[config.mk]
export PLATFORM = sky130hd
export DESIGN_NAME = cfg_data_unit
export DESIGN_NICKNAME = d
export VERILOG_FILES = /design/src/rtl/cdu_pkg.sv /design/src/rtl/cdu_size_mask.sv /design/src/rtl/cdu_next_state.sv /design/src/rtl/cdu_out_gen.sv /design/src/rtl/cfg_data_unit.sv
export SDC_FILE = /design/constraint.sdc
export NUM_CORES = 1
export LEC_CHECK = 0
export BUFFER_PORTS_ARGS = -buffer_cell sky130_fd_sc_hd__buf_2
export CAP_MARGIN = 10
export CORE_ASPECT_RATIO = 1.5
export CORE_MARGIN = 2
export CORE_UTILIZATION = 55
export CTS_CLUSTER_DIAMETER = 80
export CTS_CLUSTER_SIZE = 20
export DETAILED_ROUTE_END_ITERATION = 16
export GPL_TIMING_DRIVEN = 0
export MAX_ROUTING_LAYER = met4
export PLACE_DENSITY = 0.75
export SLEW_MARGIN = 10
export SYNTH_ARGS = -nofsm -noshare
export SYNTH_HDL_FRONTEND = slang
export SYNTH_SLANG_ARGS = --single-unit
[constraint.sdc]
create_clock -name clk -period 6.3 [get_ports clk]
set_clock_uncertainty 0.2 [all_clocks]
set_input_delay 0.315 -clock clk [delete_from_list [all_inputs] [get_ports clk]]
set_output_delay 0.315 -clock clk [all_outputs]
set_load 0.01 [all_outputs]
[src/rtl/cdu_pkg.sv]
package cdu_pkg;
  localparam int OP_W = 4;

  typedef enum logic [OP_W-1:0] {
    OP_INC       = 4'd0,
    OP_DEC       = 4'd1,
    OP_INC_WRAP  = 4'd2,
    OP_DEC_WRAP  = 4'd3,
    OP_UPDN      = 4'd4,
    OP_UPDN_WRAP = 4'd5,
    OP_ROR       = 4'd6,
    OP_SHR       = 4'd7,
    OP_AND       = 4'd8,
    OP_OR        = 4'd9,
    OP_SHR_MAJ   = 4'd10,
    OP_SHR_CMP   = 4'd11
  } op_e;
endpackage

[src/rtl/cdu_size_mask.sv]
module cdu_size_mask #(
  parameter int W  = 8,
  parameter int SW = 4
) (
  input  logic [SW-1:0] size_sel,
  output logic [W-1:0]  mask,
  output logic [W-1:0]  msb
);
  logic [SW-1:0] eff;

  // Out-of-range codes fall back to full width
  always_comb begin
    if (size_sel == '0 || size_sel > SW'(W)) eff = SW'(W);
    else                                     eff = size_sel;
  end

  for (genvar i = 0; i < W; i++) begin : g_bit
    assign mask[i] = (SW'(i) < eff);
    assign msb[i]  = (SW'(i + 1) == eff);
  end
endmodule

[src/rtl/cdu_next_state.sv]
module cdu_next_state
  import cdu_pkg::*;
#(
  parameter int W = 8
) (
  input  op_e          op,
  input  logic         t0,
  input  logic         t1,
  input  logic         t2,
  input  logic [W-1:0] cur,
  input  logic [W-1:0] d0m,
  input  logic [W-1:0] d1m,
  input  logic [W-1:0] mask,
  input  logic [W-1:0] msb,
  output logic [W-1:0] nxt
);
  localparam logic [W-1:0] ONE = W'(1);

  logic [W-1:0] up, dn, shr_v, ror_v, raw;
  logic         at_top, at_zero, up_only, dn_only;

  always_comb begin
    up      = (cur + ONE) & mask;
    dn      = (cur - ONE) & mask;
    at_top  = (cur == d1m);
    at_zero = (cur == '0);
    shr_v   = (cur >> 1) | (t2 ? msb : '0);
    ror_v   = (cur >> 1) | (cur[0] ? msb : '0);
    up_only = t1 & ~t2;
    dn_only = t2 & ~t1;
  end

  always_comb begin
    raw = cur;
    if (t0) begin
      raw = d0m;
    end else begin
      case (op)
        OP_INC:       if (t1 && !at_top)  raw = up;
        OP_DEC:       if (t1 && !at_zero) raw = dn;
        OP_INC_WRAP:  if (t1) raw = at_top  ? d0m : up;
        OP_DEC_WRAP:  if (t1) raw = at_zero ? d0m : dn;
        OP_UPDN: begin
          if (up_only && !at_top)       raw = up;
          else if (dn_only && !at_zero) raw = dn;
        end
        OP_UPDN_WRAP: begin
          if (up_only)      raw = at_top  ? d0m : up;
          else if (dn_only) raw = at_zero ? d0m : dn;
        end
        OP_ROR:                         if (t1) raw = ror_v;
        OP_SHR, OP_SHR_MAJ, OP_SHR_CMP: if (t1) raw = shr_v;
        default:                        raw = cur;
      endcase
    end
    nxt = raw & mask;
  end
endmodule

[src/rtl/cdu_out_gen.sv]
module cdu_out_gen
  import cdu_pkg::*;
#(
  parameter int W = 8
) (
  input  op_e          op,
  input  logic [W-1:0] cur,
  input  logic [W-1:0] d1m,
  output logic         res
);
  logic eq_top, eq_zero, maj3;

  always_comb begin
    eq_top  = (cur == d1m);
    eq_zero = (cur == '0);
    maj3    = (cur == W'(3)) || (cur == W'(5)) || (cur == W'(6)) || (cur == W'(7));
    case (op)
      OP_INC, OP_INC_WRAP, OP_SHR_CMP: res = eq_top;
      OP_DEC, OP_DEC_WRAP:             res = eq_zero;
      OP_UPDN, OP_UPDN_WRAP:           res = eq_top | eq_zero;
      OP_ROR, OP_SHR:                  res = cur[0];
      OP_AND:                          res = |(cur & d1m);
      OP_OR:                           res = |(cur | d1m);
      OP_SHR_MAJ:                      res = maj3;
      default:                         res = 1'b0;
    endcase
  end
endmodule

[src/rtl/cfg_data_unit.sv]
module cfg_data_unit
  import cdu_pkg::*;
#(
  parameter int  W  = 8,
  localparam int SW = $clog2(W + 1)
) (
  input  logic            clk,
  input  logic            rst_n,
  input  logic [OP_W-1:0] op_sel,
  input  logic [SW-1:0]   size_sel,
  input  logic            trig0,
  input  logic            trig1,
  input  logic            trig2,
  input  logic [W-1:0]    data0,
  input  logic [W-1:0]    data1,
  output logic            du_out
);
  logic [1:0]   rst_pipe;
  logic         rst_sync_n;
  logic [W-1:0] mask, msb;
  logic [W-1:0] work_q, work_d, work_m, d0_m, d1_m;
  logic         step_en;
  op_e          op;

  // Reset: asserted at once, released after two clock edges
  always_ff @(posedge clk or negedge rst_n) begin
    if (!rst_n) rst_pipe <= 2'b00;
    else        rst_pipe <= {rst_pipe[0], 1'b1};
  end
  assign rst_sync_n = rst_pipe[1];

  assign op      = op_e'(op_sel);
  assign d0_m    = data0 & mask;
  assign d1_m    = data1 & mask;
  assign work_m  = work_q & mask;
  assign step_en = trig0 | trig1 | trig2;

  cdu_size_mask #(.W(W), .SW(SW)) u_size (
    .size_sel (size_sel),
    .mask     (mask),
    .msb      (msb)
  );

  cdu_next_state #(.W(W)) u_next (
    .op   (op),
    .t0   (trig0),
    .t1   (trig1),
    .t2   (trig2),
    .cur  (work_m),
    .d0m  (d0_m),
    .d1m  (d1_m),
    .mask (mask),
    .msb  (msb),
    .nxt  (work_d)
  );

  always_ff @(posedge clk or negedge rst_sync_n) begin
    if (!rst_sync_n)  work_q <= '0;
    else if (step_en) work_q <= work_d;
  end

  cdu_out_gen #(.W(W)) u_out (
    .op  (op),
    .cur (work_m),
    .d1m (d1_m),
    .res (du_out)
  );

  a_r2_load_wins: assert property (@(posedge clk) disable iff (!rst_sync_n)
    trig0 |=> (work_q == $past(d0_m)));

  a_r2_idle_hold: assert property (@(posedge clk) disable iff (!rst_sync_n)
    !(trig0 || trig1 || trig2) |=> $stable(work_q));

  a_r3_inc_stops: assert property (@(posedge clk) disable iff (!rst_sync_n)
    (op == OP_INC && !trig0 && trig1 && work_m == d1_m) |=> (work_q == $past(work_m)));

  a_r4_dec_stops: assert property (@(posedge clk) disable iff (!rst_sync_n)
    (op == OP_DEC && !trig0 && trig1 && work_m == '0) |=> (work_q == '0));

  a_r5_wrap_reload: assert property (@(posedge clk) disable iff (!rst_sync_n)
    (op == OP_INC_WRAP && !trig0 && trig1 && work_m == d1_m) |=> (work_q == $past(d0_m)));

  a_r6_both_hold: assert property (@(posedge clk) disable iff (!rst_sync_n)
    (op == OP_UPDN && !trig0 && trig1 && trig2) |=> (work_q == $past(work_m)));
endmodule

==> results of run 1 <==
==> stage by stage <==
| step | total power [µW] | worst slack [ns] | std cells |
|---|---|---|---|
| 6_report | 526.2 | 1.533 | 626 |
| 5_1_grt | 546.7 | 1.301 | 626 |
| 4_1_cts | 497.7 | 1.736 | 625 |
| 3_5_place_dp | 404.2 | 1.471 | 618 |
| 2_1_floorplan | 302.7 | 2.355 | 520 |
| 3_3_place_gp | 400.5 | 1.508 | 618 |
==> power by group through the flow <==
stage	combinational, µW	sequential, µW	clock [µW]
4_1_cts	330	76.4	91.2
3_3_place_gp	322	78.3	0
3_5_place_dp	326	78.6	0
5_1_grt	371	77.3	98.0
2_1_floorplan	227	76.0	0
6_report	353	77.0	96.4
==> final cells by class <==
| cell class | instances | area share [%] |
|---|---|---|
| diodes | 1 | 0.07020 |
| repair buffers | 29 | 4.493 |
| inverters | 23 | 2.422 |
| plain buffers | 48 | 6.037 |
| flip-flops and latches | 10 | 7.020 |
| well taps | 72 | 2.527 |
| multi-input cells | 439 | 75.89 |
| clock buffers | 4 | 1.544 |
==> cell families (layout without fill, tap and decap cells) <==
kind of cell    after synthesis  count (layout)
mux                           2               2
simple gates                224             224
xor+xnor                     21              21
compound gates              172             172
fa+ha+maj                    19              19
other cells                   1               2
buf+inv                      71             104
flops                        10              10
==> sequential cells by signal, summed over array words and instances (netlist names) <==
signal,count
rst_pipe,2
work_q,8
==> worst max-delay path, delay by kind of cell <==
family                     cells  cell delay [ns]
AOI/OAI and AO/OA              5             0.83
adders and majority gates      1             0.30
buffers and inverters          6             1.64
and+or+nand+nor                6             1.60
==> how the worst max path moves through the flow <==
stage	slack, ns	endpoint	from
2_1_floorplan	2.36	work_q[5]$_DFFE_PN0P_	size_sel[2]
3_3_place_gp	1.51	work_q[0]$_DFFE_PN0P_	size_sel[1]
3_5_place_dp	1.47	work_q[0]$_DFFE_PN0P_	size_sel[1]
4_1_cts	1.74	du_out	size_sel[1]
5_1_grt	1.30	work_q[0]$_DFFE_PN0P_	size_sel[2]
6_report	1.53	work_q[0]$_DFFE_PN0P_	size_sel[1]
==> cells in the mapped netlist, types with 4 or more instances <==
cell,count
nor2_1,58
nand3_1,20
clkbuf_1,35
a21oi_1,34
o211ai_1,5
o21ai_1,12
xnor2_1,14
xor2_1,7
nand2_1,60
dfrtp_1,10
nor4_1,6
inv_1,22
nand4_1,10
buf_2,7
o21ai_0,29
a211oi_1,11
nand2b_1,5
o22ai_1,12
nor2b_1,6
nor3_1,15
a31oi_1,21
ha_1,19
or3_1,6
a2111oi_0,4
and3_1,9
o2111ai_1,5
==> placed cells by master (no fill, tap or decap), drive strengths merged, types with 11 or more instances in the layout <==
| cell type | n |
|---|---|
| nor2 | 59 |
| nand2 | 60 |
| inv | 23 |
| o21ai | 41 |
| a21oi | 34 |
| o22ai | 12 |
| buf | 39 |
| nor3 | 16 |
| a31oi | 21 |
| ha | 19 |
| a211oi | 11 |
| xnor2 | 14 |
| clkbuf | 39 |
| nand3 | 21 |
==> per-layer routing <==
metal | routed length, µm | vias up
li1 | - | 1994
met5 | 0 | -
met2 | 6442 | 508
met1 | 5174 | 2099
met3 | 2440 | 166
met4 | 1794 | 0
==> what timing repair did <==
action | in CTS | in global routing
endpoints found under the hold margin | 6 | 0
buffers inserted | 0 | 0
hold buffers | 3 | 0
==> metrics.md, run 1 <==
| Metric | Value |
|---|---|
| Status | `finished, final reports clean` |
| Tot GR Track Use | `51.25%` |
| Net Count, Synth | `568` |
| Chip height | `98.18 µm` |
| Hold crit path type | `primary input to async pin` |
| Setup tns final | `0 ns` |
| DR WL/cell | `25.32 µm` |
| Logic pwr share | `67.1%` |
| Mux cell area share after synthesis | `0.6541%` |
| Final hold viol count | `0` |
| Final Cell Area | `3565 µm²` |
| DR vias/cell | `7.615` |
| FMAX | `209.8 MHz` |
| R2R depth | `15` |
| Post-route minimum period | `4.767 ns` |
| Clock share of power | `18.3%` |
| Post-synth top flop | `dfrtp_1` |
| Routed Wire Length | `15.85 mm` |
| Worst hold margin | `0.1732 ns` |
| Met3 Track Usage GR | `14.98%` |
| Simple-Gate Fraction of Synth Area | `34.36%` |
| Number of synthesized register bits | `10` |
| Synth Area in Compound Gates | `34.94%` |
| TritonCTS buffer count | `3` |
| RSZ-0062 raised after global routing | `no` |
| XOR/XNOR Fraction of Synth Area | `5.656%` |
| Die area | `6556 µm²` |
| DR DRC count | `0` |
| Average instance area after synthesis | `6.254 µm²` |
| # fillers | `579` |
| Worst-skew pair later-pin latency | `0.26 ns` |
| Main combinational cell family by area after synthesis | `compound AO/OA/AOI/OAI gates` |
| Post-Synth Adder-Cell Area | `7.311%` |
| CTS Sinks | `10` |
| NetSw | `287.4 µW` |
| VDD IR max | `0.06563 mV` |
| Initial Utilization | `56.62%` |
| Largest net degree at the start of global routing | `11` |
| Largest cells by area after synthesis | `dfrtp_1 7.7%, ha_1 7.3%, nand2_1 6.9%, nor2_1 6.7%, a21oi_1 5.2%` |
| Placed Area | `3477 µm²` |
| Multi-input gate area | `2705 µm²` |
| Initial antenna violation count | `1` |
| Post-synthesis sequential area ratio | `7.695%` |
| Met1 usage | `59.25%` |
| Row Count | `34` |
| R2R setup slack | `1.55 ns` |
| Power per cell area | `147.6 nW/µm²` |
| Switching Fraction | `54.61%` |
| Int Pwr | `238.8 µW` |
| Worst path most repeated cell | `clkbuf_1` |
| Register area | `250.2 µm²` |
| Worst Setup End Kind | `register` |
| Worst EP required | `6.24 ns` |
| First-pass GRT wire length | `24.32 mm` |
| Leakage power | `0.001390 µW` |
| Global routing's busiest layer | `met2` |
| Area leader, netlist | `dfrtp_1` |
| Max_cap viols | `0` |
| Port bufs | `26` |
| Netlist Area Pre-Place | `3252 µm²` |
| Clk pin slew, worst setup/hold paths | `0.08 ns` |
| Startpoint Class | `primary input` |
| DPL Wire Length | `11.40 mm` |
| Placer Congestion | `1.138` |
| Post-CTS sizing | `0` |
| Die Span X | `66.78 µm` |
| NumNets Final | `602` |
| CP max stage delay | `0.47 ns` |
| WP data arrival | `4.71 ns` |
| Depth of the CTS H-tree | `1` |
| Fin. max-slew vios | `0` |
| Crit path cell chain | `buf_2 -> buf_2 -> or2_2 -> nand2_1 -> clkbuf_1 -> nand2_1 -> ha_1 -> or4_1 -> clkbuf_1 -> or2_1 -> clkbuf_1 -> clkbuf_1 -> nor3_1 -> o32ai_1 -> o22ai_1 -> o2111ai_1 -> a211oi_1 -> o22ai_1` |
| GRT met2 Usage | `72.77%` |
| Type of the worst setup path | `primary input to register` |
| Synth top area share | `7.695%` |
| Synth async-reset ratio | `100.0%` |
| CTS root buf | `clkbuf_8` |
| RR Startpoint | `work_q[0]$_DFFE_PN0P_` |
| Router iterations before antenna repair | `6` |
| YS warnings | `0` |
| CTS tree | `done` |
| Core ar. | `5743 µm²` |
| Crit Reg-Reg Endpoint | `work_q[0]$_DFFE_PN0P_` |
| Util after Layout | `62.07%` |
| Number of routed nets with antenna violations | `0` |
| Critical Path Fanout Max | `10` |
| P&R area growth vs syn | `9.619%` |
| Worst-margin pin slew | `1.083 ns` |
| First DRT Iteration DRCs | `893` |
| Yosys cell types | `76` |
| Proportion of layout cells with a drive suffix above 1 | `9.946%` |
| Final setup fails | `0` |
| IO Pins | `30` |
| Gr ovfl total | `0` |
| Via count | `4767` |
| CTS Buffer Depth | `2` |
| Post-synth EDFFs | `0` |
| Vias in the first global route | `4430` |
| Rel. slew slack | `27.27%` |
| Sequential power share | `14.6%` |
| Critical-path top delay cell | `or4_1` |
| Period Utilization, post-route | `75.67%` |
| Mapped Cells | `520` |
Power figures use the tool's default switching activity.
==> run 2, diff against run 1 <==
--- a/config.mk
+++ b/config.mk
@@ -15,7 +15,7 @@
 export DETAILED_ROUTE_END_ITERATION = 16
 export GPL_TIMING_DRIVEN = 0
 export MAX_ROUTING_LAYER = met4
-export PLACE_DENSITY = 0.75
+export PLACE_DENSITY = 0.78
 export SLEW_MARGIN = 10
 export SYNTH_ARGS = -nofsm -noshare
 export SYNTH_HDL_FRONTEND = slang
==> constraint.sdc (replaced) <==
create_clock -name clk -period 4.2 [get_ports clk]
set_clock_uncertainty 0.2 [all_clocks]
set_input_delay 0.21 -clock clk [delete_from_list [all_inputs] [get_ports clk]]
set_output_delay 0.21 -clock clk [all_outputs]
set_load 0.01 [all_outputs]
==> metrics.md, run 2 (synthesized netlist as in run 1, its figures left out) <==
| Metric | Value |
|---|---|
| WP data arrival | `4.07 ns (was 4.71 ns)` |
| Leakage power | `0.001395 µW (was 0.001390 µW)` |
| Type of the worst setup path | `register to register (was primary input to register)` |
| First DRT Iteration DRCs | `841 (was 893)` |
| Gr ovfl total | `0 (unchanged)` |
| Row Count | `34 (unchanged)` |
| Pre-CTS setup slack | `-0.6224 ns (was 1.471 ns)` |
| TritonCTS buffer count | `3 (unchanged)` |
| Period Utilization, post-route | `99.60%` |
| Rel. slew slack | `36.31% (was 27.27%)` |
| NumNets Final | `595 (was 602)` |
| Worst Setup End Kind | `register (unchanged)` |
| Worst EP required | `4.09 ns (was 6.24 ns)` |
| R2R setup slack | `0.02 ns (was 1.55 ns)` |
| Depth of the CTS H-tree | `1 (unchanged)` |
| DPL Wire Length | `11.40 mm (about the same)` |
| Placer Congestion | `1.115 (was 1.138)` |
| CTS Sinks | `10 (unchanged)` |
| Final hold viol count | `0 (unchanged)` |
| Number of routed nets with antenna violations | `0 (unchanged)` |
| Largest regs | `work_q: 8 flops, rst_pipe: 2 flops (unchanged)` |
| Clock share of power | `16.4% (was 18.3%)` |
| Routed Wire Length | `15.38 mm (was 15.85 mm)` |
| FMAX | `239.0 MHz` |
| Setup ws final | `0.01671 ns (was 1.533 ns)` |
| Router iterations before antenna repair | `14 (was 6)` |
| # fillers | `618 (was 579)` |
| RSZ-0062 raised after global routing | `no (unchanged)` |
| IO Pins | `30 (unchanged)` |
| Proportion of layout cells with a drive suffix above 1 | `12.09% (was 9.946%)` |
| Core ar. | `5743 µm² (unchanged)` |
| Hold crit path type | `primary input to async pin (unchanged)` |
| Largest net degree at the start of global routing | `13 (was 11)` |
| DR WL/cell | `24.85 µm (was 25.32 µm)` |
| Fin. max-slew vios | `0 (unchanged)` |
| Largest Register | `work_q (unchanged)` |
| First-pass GRT wire length | `23.36 mm (was 24.32 mm)` |
| Port bufs | `26 (unchanged)` |
| Int Pwr | `359.9 µW (was 238.8 µW)` |
| Setup tns final | `0 ns (unchanged)` |
| Critical Path Fanout Max | `12 (was 10)` |
| NetSw | `409.7 µW (was 287.4 µW)` |
| Vias in the first global route | `4306 (was 4430)` |
| Final setup fails | `0 (unchanged)` |
| Chip height | `98.18 µm (unchanged)` |
| CTS Buffer Depth | `2 (unchanged)` |
| Startpoint Class | `register (was primary input)` |
| VDD IR max | `0.1162 mV (was 0.06563 mV)` |
| Worst-skew pair later-pin latency | `0.24 ns (was 0.26 ns)` |
| Initial Utilization | `56.62% (unchanged)` |
| Worst-margin pin slew | `0.9472 ns (was 1.083 ns)` |
| Via count | `4635 (was 4767)` |
| Status | `complete, but fails checks (was finished, final reports clean)` |
| Max_cap viols | `0 (unchanged)` |
| Tot GR Track Use | `48.87% (was 51.25%)` |
| Most frequent cells in the layout | `58 x nand2_1, 57 x nor2_1, 34 x a21oi_1 (was 60 x nand2_1, 58 x nor2_1, 35 x clkbuf_1)` |
| Switching Fraction | `53.23% (was 54.61%)` |
| Failing checks | `design-rule violations` |
| DR vias/cell | `7.488 (was 7.615)` |
| CTS tree | `done (unchanged)` |
| Clk pin slew, worst setup/hold paths | `0.05 ns (was 0.08 ns)` |
| CTS root buf | `clkbuf_8 (unchanged)` |
| Die area | `6556 µm² (unchanged)` |
| P&R area growth vs syn | `9.888% (was 9.619%)` |
| Logic pwr share | `68.3% (was 67.1%)` |
| Die Span X | `66.78 µm (unchanged)` |
| Post-route minimum period | `4.183 ns` |
| Util after Layout | `62.22% (was 62.07%)` |
| Number of flip-flops in the largest register | `8 (unchanged)` |
| Worst hold margin | `0.08006 ns (was 0.1732 ns)` |
| Overall power | `769.6 µW (was 526.2 µW)` |
| Commonest non-fill, non-tap cell in the layout | `nand2_1 (unchanged)` |
| Initial antenna violation count | `1 (unchanged)` |
| Power per cell area | `215.4 nW/µm² (was 147.6 nW/µm²)` |
| Sequential power share | `15.4% (was 14.6%)` |
| DR DRC count | `1 (was 0)` |
==> run 2: cell types whose count changed in the layout (fill, tap and decap cells not counted), sizes merged <==
cell,delta
dlygate4sd3,-1
clkbuf,-6
==> run 2: worst paths after layout <==
| kind | from | end | depth (start not counted) |
|---|---|---|---|
| setup / recovery | work_q[2]$_DFFE_PN0P_ | work_q[0]$_DFFE_PN0P_ | 13 |
| setup reg to reg | work_q[2]$_DFFE_PN0P_ | work_q[0]$_DFFE_PN0P_ | 13 |
| min in group clk | data0[4] | work_q[4]$_DFFE_PN0P_ | 3 |
| max in group asynchronous | rst_pipe[1]$_DFF_PN0_ | work_q[0]$_DFFE_PN0P_ | 1 |
| hold / removal | rst_n | rst_pipe[1]$_DFF_PN0_ | 2 |
| hold reg to reg | rst_pipe[0]$_DFF_PN0_ | rst_pipe[1]$_DFF_PN0_ | 0 |
==> run 2: area by class of cell <==
class / count / area [µm²] / share of cell area (%)
clock buffer: 4 / 55.05 / 1.541
buffer: 42 / 197.7 / 5.532
multi-input combinational: 439 / 2741 / 76.72
inverter: 23 / 86.33 / 2.416
timing repair buffer: 28 / 150.1 / 4.202
antenna: 1 / 2.502 / 0.07003
tap: 72 / 90.09 / 2.521
sequential: 10 / 250.2 / 7.003
==> run 2: critical path, cell delays in order, from the launching register on <==
cell       delay, ns
dfrtp_1         0.32
clkbuf_1        0.43
o21ai_1         0.38
ha_1            0.39
or4_1           0.42
clkbuf_1        0.21
or2_4           0.35
clkbuf_4        0.24
nor3_1          0.17
o32ai_1         0.11
o22ai_1         0.16
o2111ai_1       0.13
a211oi_1        0.33
o22ai_1         0.18
==> run 2: timing repair <==
item                                    in CTS  in global routing
setup buffers                                0                  0
gates resized for setup                     10                  5
hold buffers                                 2                  0
hold endpoints to repair                    10                  0
cloned                                       0                  0
endpoints found under the setup margin       9                  6
==> run 2: layer usage <==
layer,vias up,global-route usage [%],part of all wire [%]
met5,-,-,0
met4,0,37.36,11
met3,132,12.67,14
met2,433,69.23,42
met1,2097,57.45,33
li1,1973,-,-
==> run 2: metrics by stage <==
| stage | instance area, µm² | std cells |
|---|---|---|
| 3_3_place_gp | 3472 | 618 |
| 6_report | 3573 | 619 |
| 2_1_floorplan | 3252 | 520 |
| 3_5_place_dp | 3472 | 618 |
| 4_1_cts | 3561 | 622 |
| 5_1_grt | 3573 | 619 |
==> run 2: power groups by stage <==
stage	Clock (µW)	Combinational [µW]	Sequential [µW]
floorplan	0	340	114
CTS	123	498	114
global route	129	557	120
finish	126	525	118
detailed placement	0	489	117
global placement	0	484	117
==> run 3, diff against run 2 <==
--- a/config.mk
+++ b/config.mk
@@ -15,7 +15,7 @@
 export DETAILED_ROUTE_END_ITERATION = 16
 export GPL_TIMING_DRIVEN = 0
 export MAX_ROUTING_LAYER = met4
-export PLACE_DENSITY = 0.78
+export PLACE_DENSITY = 0.74
 export SLEW_MARGIN = 10
 export SYNTH_ARGS = -nofsm -noshare
 export SYNTH_HDL_FRONTEND = slang
==> metrics.md, run 3 (synthesized netlist as in run 1, its figures left out) <==
| Metric | Value |
|---|---|
| DR vias/cell | `7.680 (was 7.488)` |
| NumNets Final | `595 (unchanged)` |
| First DRT Iteration DRCs | `862 (was 841)` |
| Startpoint Class | `primary input (was register)` |
| CTS root buf | `clkbuf_8 (unchanged)` |
| WP data arrival | `4.00 ns (was 4.07 ns)` |
| Row Count | `34 (unchanged)` |
| Routed Wire Length | `15.70 mm (was 15.38 mm)` |
| DPL Wire Length | `11.61 mm (was 11.40 mm)` |
| Largest net degree at the start of global routing | `13 (unchanged)` |
| Fin. max-slew vios | `0 (unchanged)` |
| Period Utilization, post-route | `97.66% (was 99.60%)` |
| Worst EP required | `4.10 ns (was 4.09 ns)` |
| Most frequent cells in the layout | `57 x nand2_1, 57 x nor2_1, 34 x a21oi_1 (was 58 x nand2_1, 57 x nor2_1, 34 x a21oi_1)` |
| RSZ-0062 raised after global routing | `no (unchanged)` |
| Placed Area | `3477 µm² (was 3472 µm²)` |
| Gr ovfl total | `0 (unchanged)` |
| Worst-margin pin slew | `1.043 ns (was 0.9472 ns)` |
| Via count | `4746 (was 4635)` |
| Number of routed nets with antenna violations | `0 (unchanged)` |
| Initial antenna violation count | `0 (was 1)` |
| Chip height | `98.18 µm (unchanged)` |
| FMAX | `243.8 MHz (was 239.0 MHz)` |
| Largest regs | `work_q: 8 flops, rst_pipe: 2 flops (unchanged)` |
| # fillers | `559 (was 618)` |
| Final Cell Area | `3580 µm² (was 3573 µm²)` |
| GRT met2 Usage | `70.38% (was 69.23%)` |
| CTS Sinks | `10 (unchanged)` |
| Beginning of the critical path | `size_sel[1] (was work_q[2]$_DFFE_PN0P_)` |
| Final hold viol count | `0 (unchanged)` |
| Type of the worst setup path | `primary input to register (was register to register)` |
| Power per cell area | `219.2 nW/µm² (was 215.4 nW/µm²)` |
| Hold crit path type | `primary input to async pin (unchanged)` |
| DR DRC count | `0 (was 1)` |
| Overall power | `784.6 µW (was 769.6 µW)` |
| Die Span X | `66.78 µm (unchanged)` |
| Critical Path Fanout Max | `12 (unchanged)` |
| Post-route minimum period | `4.102 ns (was 4.183 ns)` |
| Number of flip-flops in the largest register | `8 (unchanged)` |
| Vias in the first global route | `4331 (was 4306)` |
| Core ar. | `5743 µm² (unchanged)` |
| DR WL/cell | `25.40 µm (was 24.85 µm)` |
| Global routing's busiest layer | `met2 (unchanged)` |
| Tot GR Track Use | `51.01% (was 48.87%)` |
| Worst hold margin | `0.06173 ns (was 0.08006 ns)` |
| Placer Congestion | `1.151 (was 1.115)` |
| Router iterations before antenna repair | `8 (was 14)` |
| Proportion of layout cells with a drive suffix above 1 | `12.82% (was 12.09%)` |
| Setup tns final | `0 ns (unchanged)` |
| Worst Setup End Kind | `register (unchanged)` |
| P&R area growth vs syn | `10.08% (was 9.888%)` |
| Max_cap viols | `0 (unchanged)` |
| Ant diodes | `0 (was 1)` |
| Largest Register | `work_q (unchanged)` |
| Leakage power | `0.001399 µW (was 0.001395 µW)` |
| Status | `finished, final reports clean (was complete, but fails checks)` |
| Die area | `6556 µm² (unchanged)` |
| Clk pin slew, worst setup/hold paths | `0.07 ns (was 0.05 ns)` |
| CTS Buffer Depth | `2 (unchanged)` |
| CTS tree | `done (unchanged)` |
| Initial Utilization | `56.62% (unchanged)` |
| Port bufs | `26 (unchanged)` |
| IO Pins | `30 (unchanged)` |
| RR Startpoint | `work_q[2]$_DFFE_PN0P_ (unchanged)` |
| Met1 usage | `58.17% (was 57.45%)` |
| Depth of the CTS H-tree | `1 (unchanged)` |
| First-pass GRT wire length | `24.33 mm (was 23.36 mm)` |
| Worst-skew pair later-pin latency | `0.25 ns (was 0.24 ns)` |
| TritonCTS buffer count | `3 (unchanged)` |
| Final setup fails | `0 (unchanged)` |
| Rel. slew slack | `29.95% (was 36.31%)` |
| Met3 Track Usage GR | `17.97% (was 12.67%)` |
| VDD IR max | `0.1058 mV (was 0.1162 mV)` |
==> run 3: what timing repair did <==
action | in CTS | in global routing
hold buffers | 2 | 0
setup endpoints to repair | 9 | 8
buffers inserted | 0 | 0
pin swaps | 0 | 0
gates resized for setup | 9 | 9
endpoints found under the hold margin | 10 | 0
==> run 3: per-stage QoR <==
step	setup WS [ns]	instances	utilization [%]
2_1_floorplan	0.3601	520	-
3_3_place_gp	-0.5879	618	60.46
3_5_place_dp	-0.6130	618	60.54
4_1_cts	0.06219	621	61.96
5_1_grt	0.01654	618	62.33
6_report	0.09812	618	62.33
==> run 3: worst max-delay path, stage by stage <==
cell	delay, ns
buf_2	0.14
buf_2	0.19
or4b_4	0.59
nand2_2	0.18
ha_1	0.26
or4_1	0.51
clkbuf_1	0.23
or2_4	0.37
clkbuf_4	0.25
nor3_1	0.16
o32ai_1	0.11
o22ai_1	0.20
o2111ai_1	0.16
a211oi_2	0.27
o22ai_1	0.16
==> run 3: path summary, 6_finish.rpt <==
path,endpoint,slack [ns],cells past startpoint
worst max-delay path,work_q[0]$_DFFE_PN0P_,0.1,15
worst min-delay path,rst_pipe[0]$_DFF_PN0_,0.06,2
worst max register to register,work_q[0]$_DFFE_PN0P_,0.15,13
worst min register to register,rst_pipe[1]$_DFF_PN0_,0.20,0
max in group asynchronous,work_q[0]$_DFFE_PN0P_,2.88,1
min in group clk,work_q[4]$_DFFE_PN0P_,0.10,3
==> run 3: per-layer routing <==
metal	vias up	routed length [µm]
li1	1975	-
met1	2084	5029
met2	503	6199
met3	184	2513
met4	0	1954
met5	-	0
==> run 3: report_power, final <==
group          switching [µW]  internal, µW
registers                11.2           107
logic                     361           171
clock network            51.5          83.1
total                     424           361
==> run 3: final cells by class <==
type / count / area, µm² / area share (%)
plain buffers: 42 / 198.9 / 5.558
repair buffers: 28 / 150.1 / 4.194
multi-input cells: 439 / 2748 / 76.76
clock buffers: 4 / 55.05 / 1.538
inverters: 23 / 86.33 / 2.412
well taps: 72 / 90.09 / 2.517
flip-flops and latches: 10 / 251.5 / 7.026
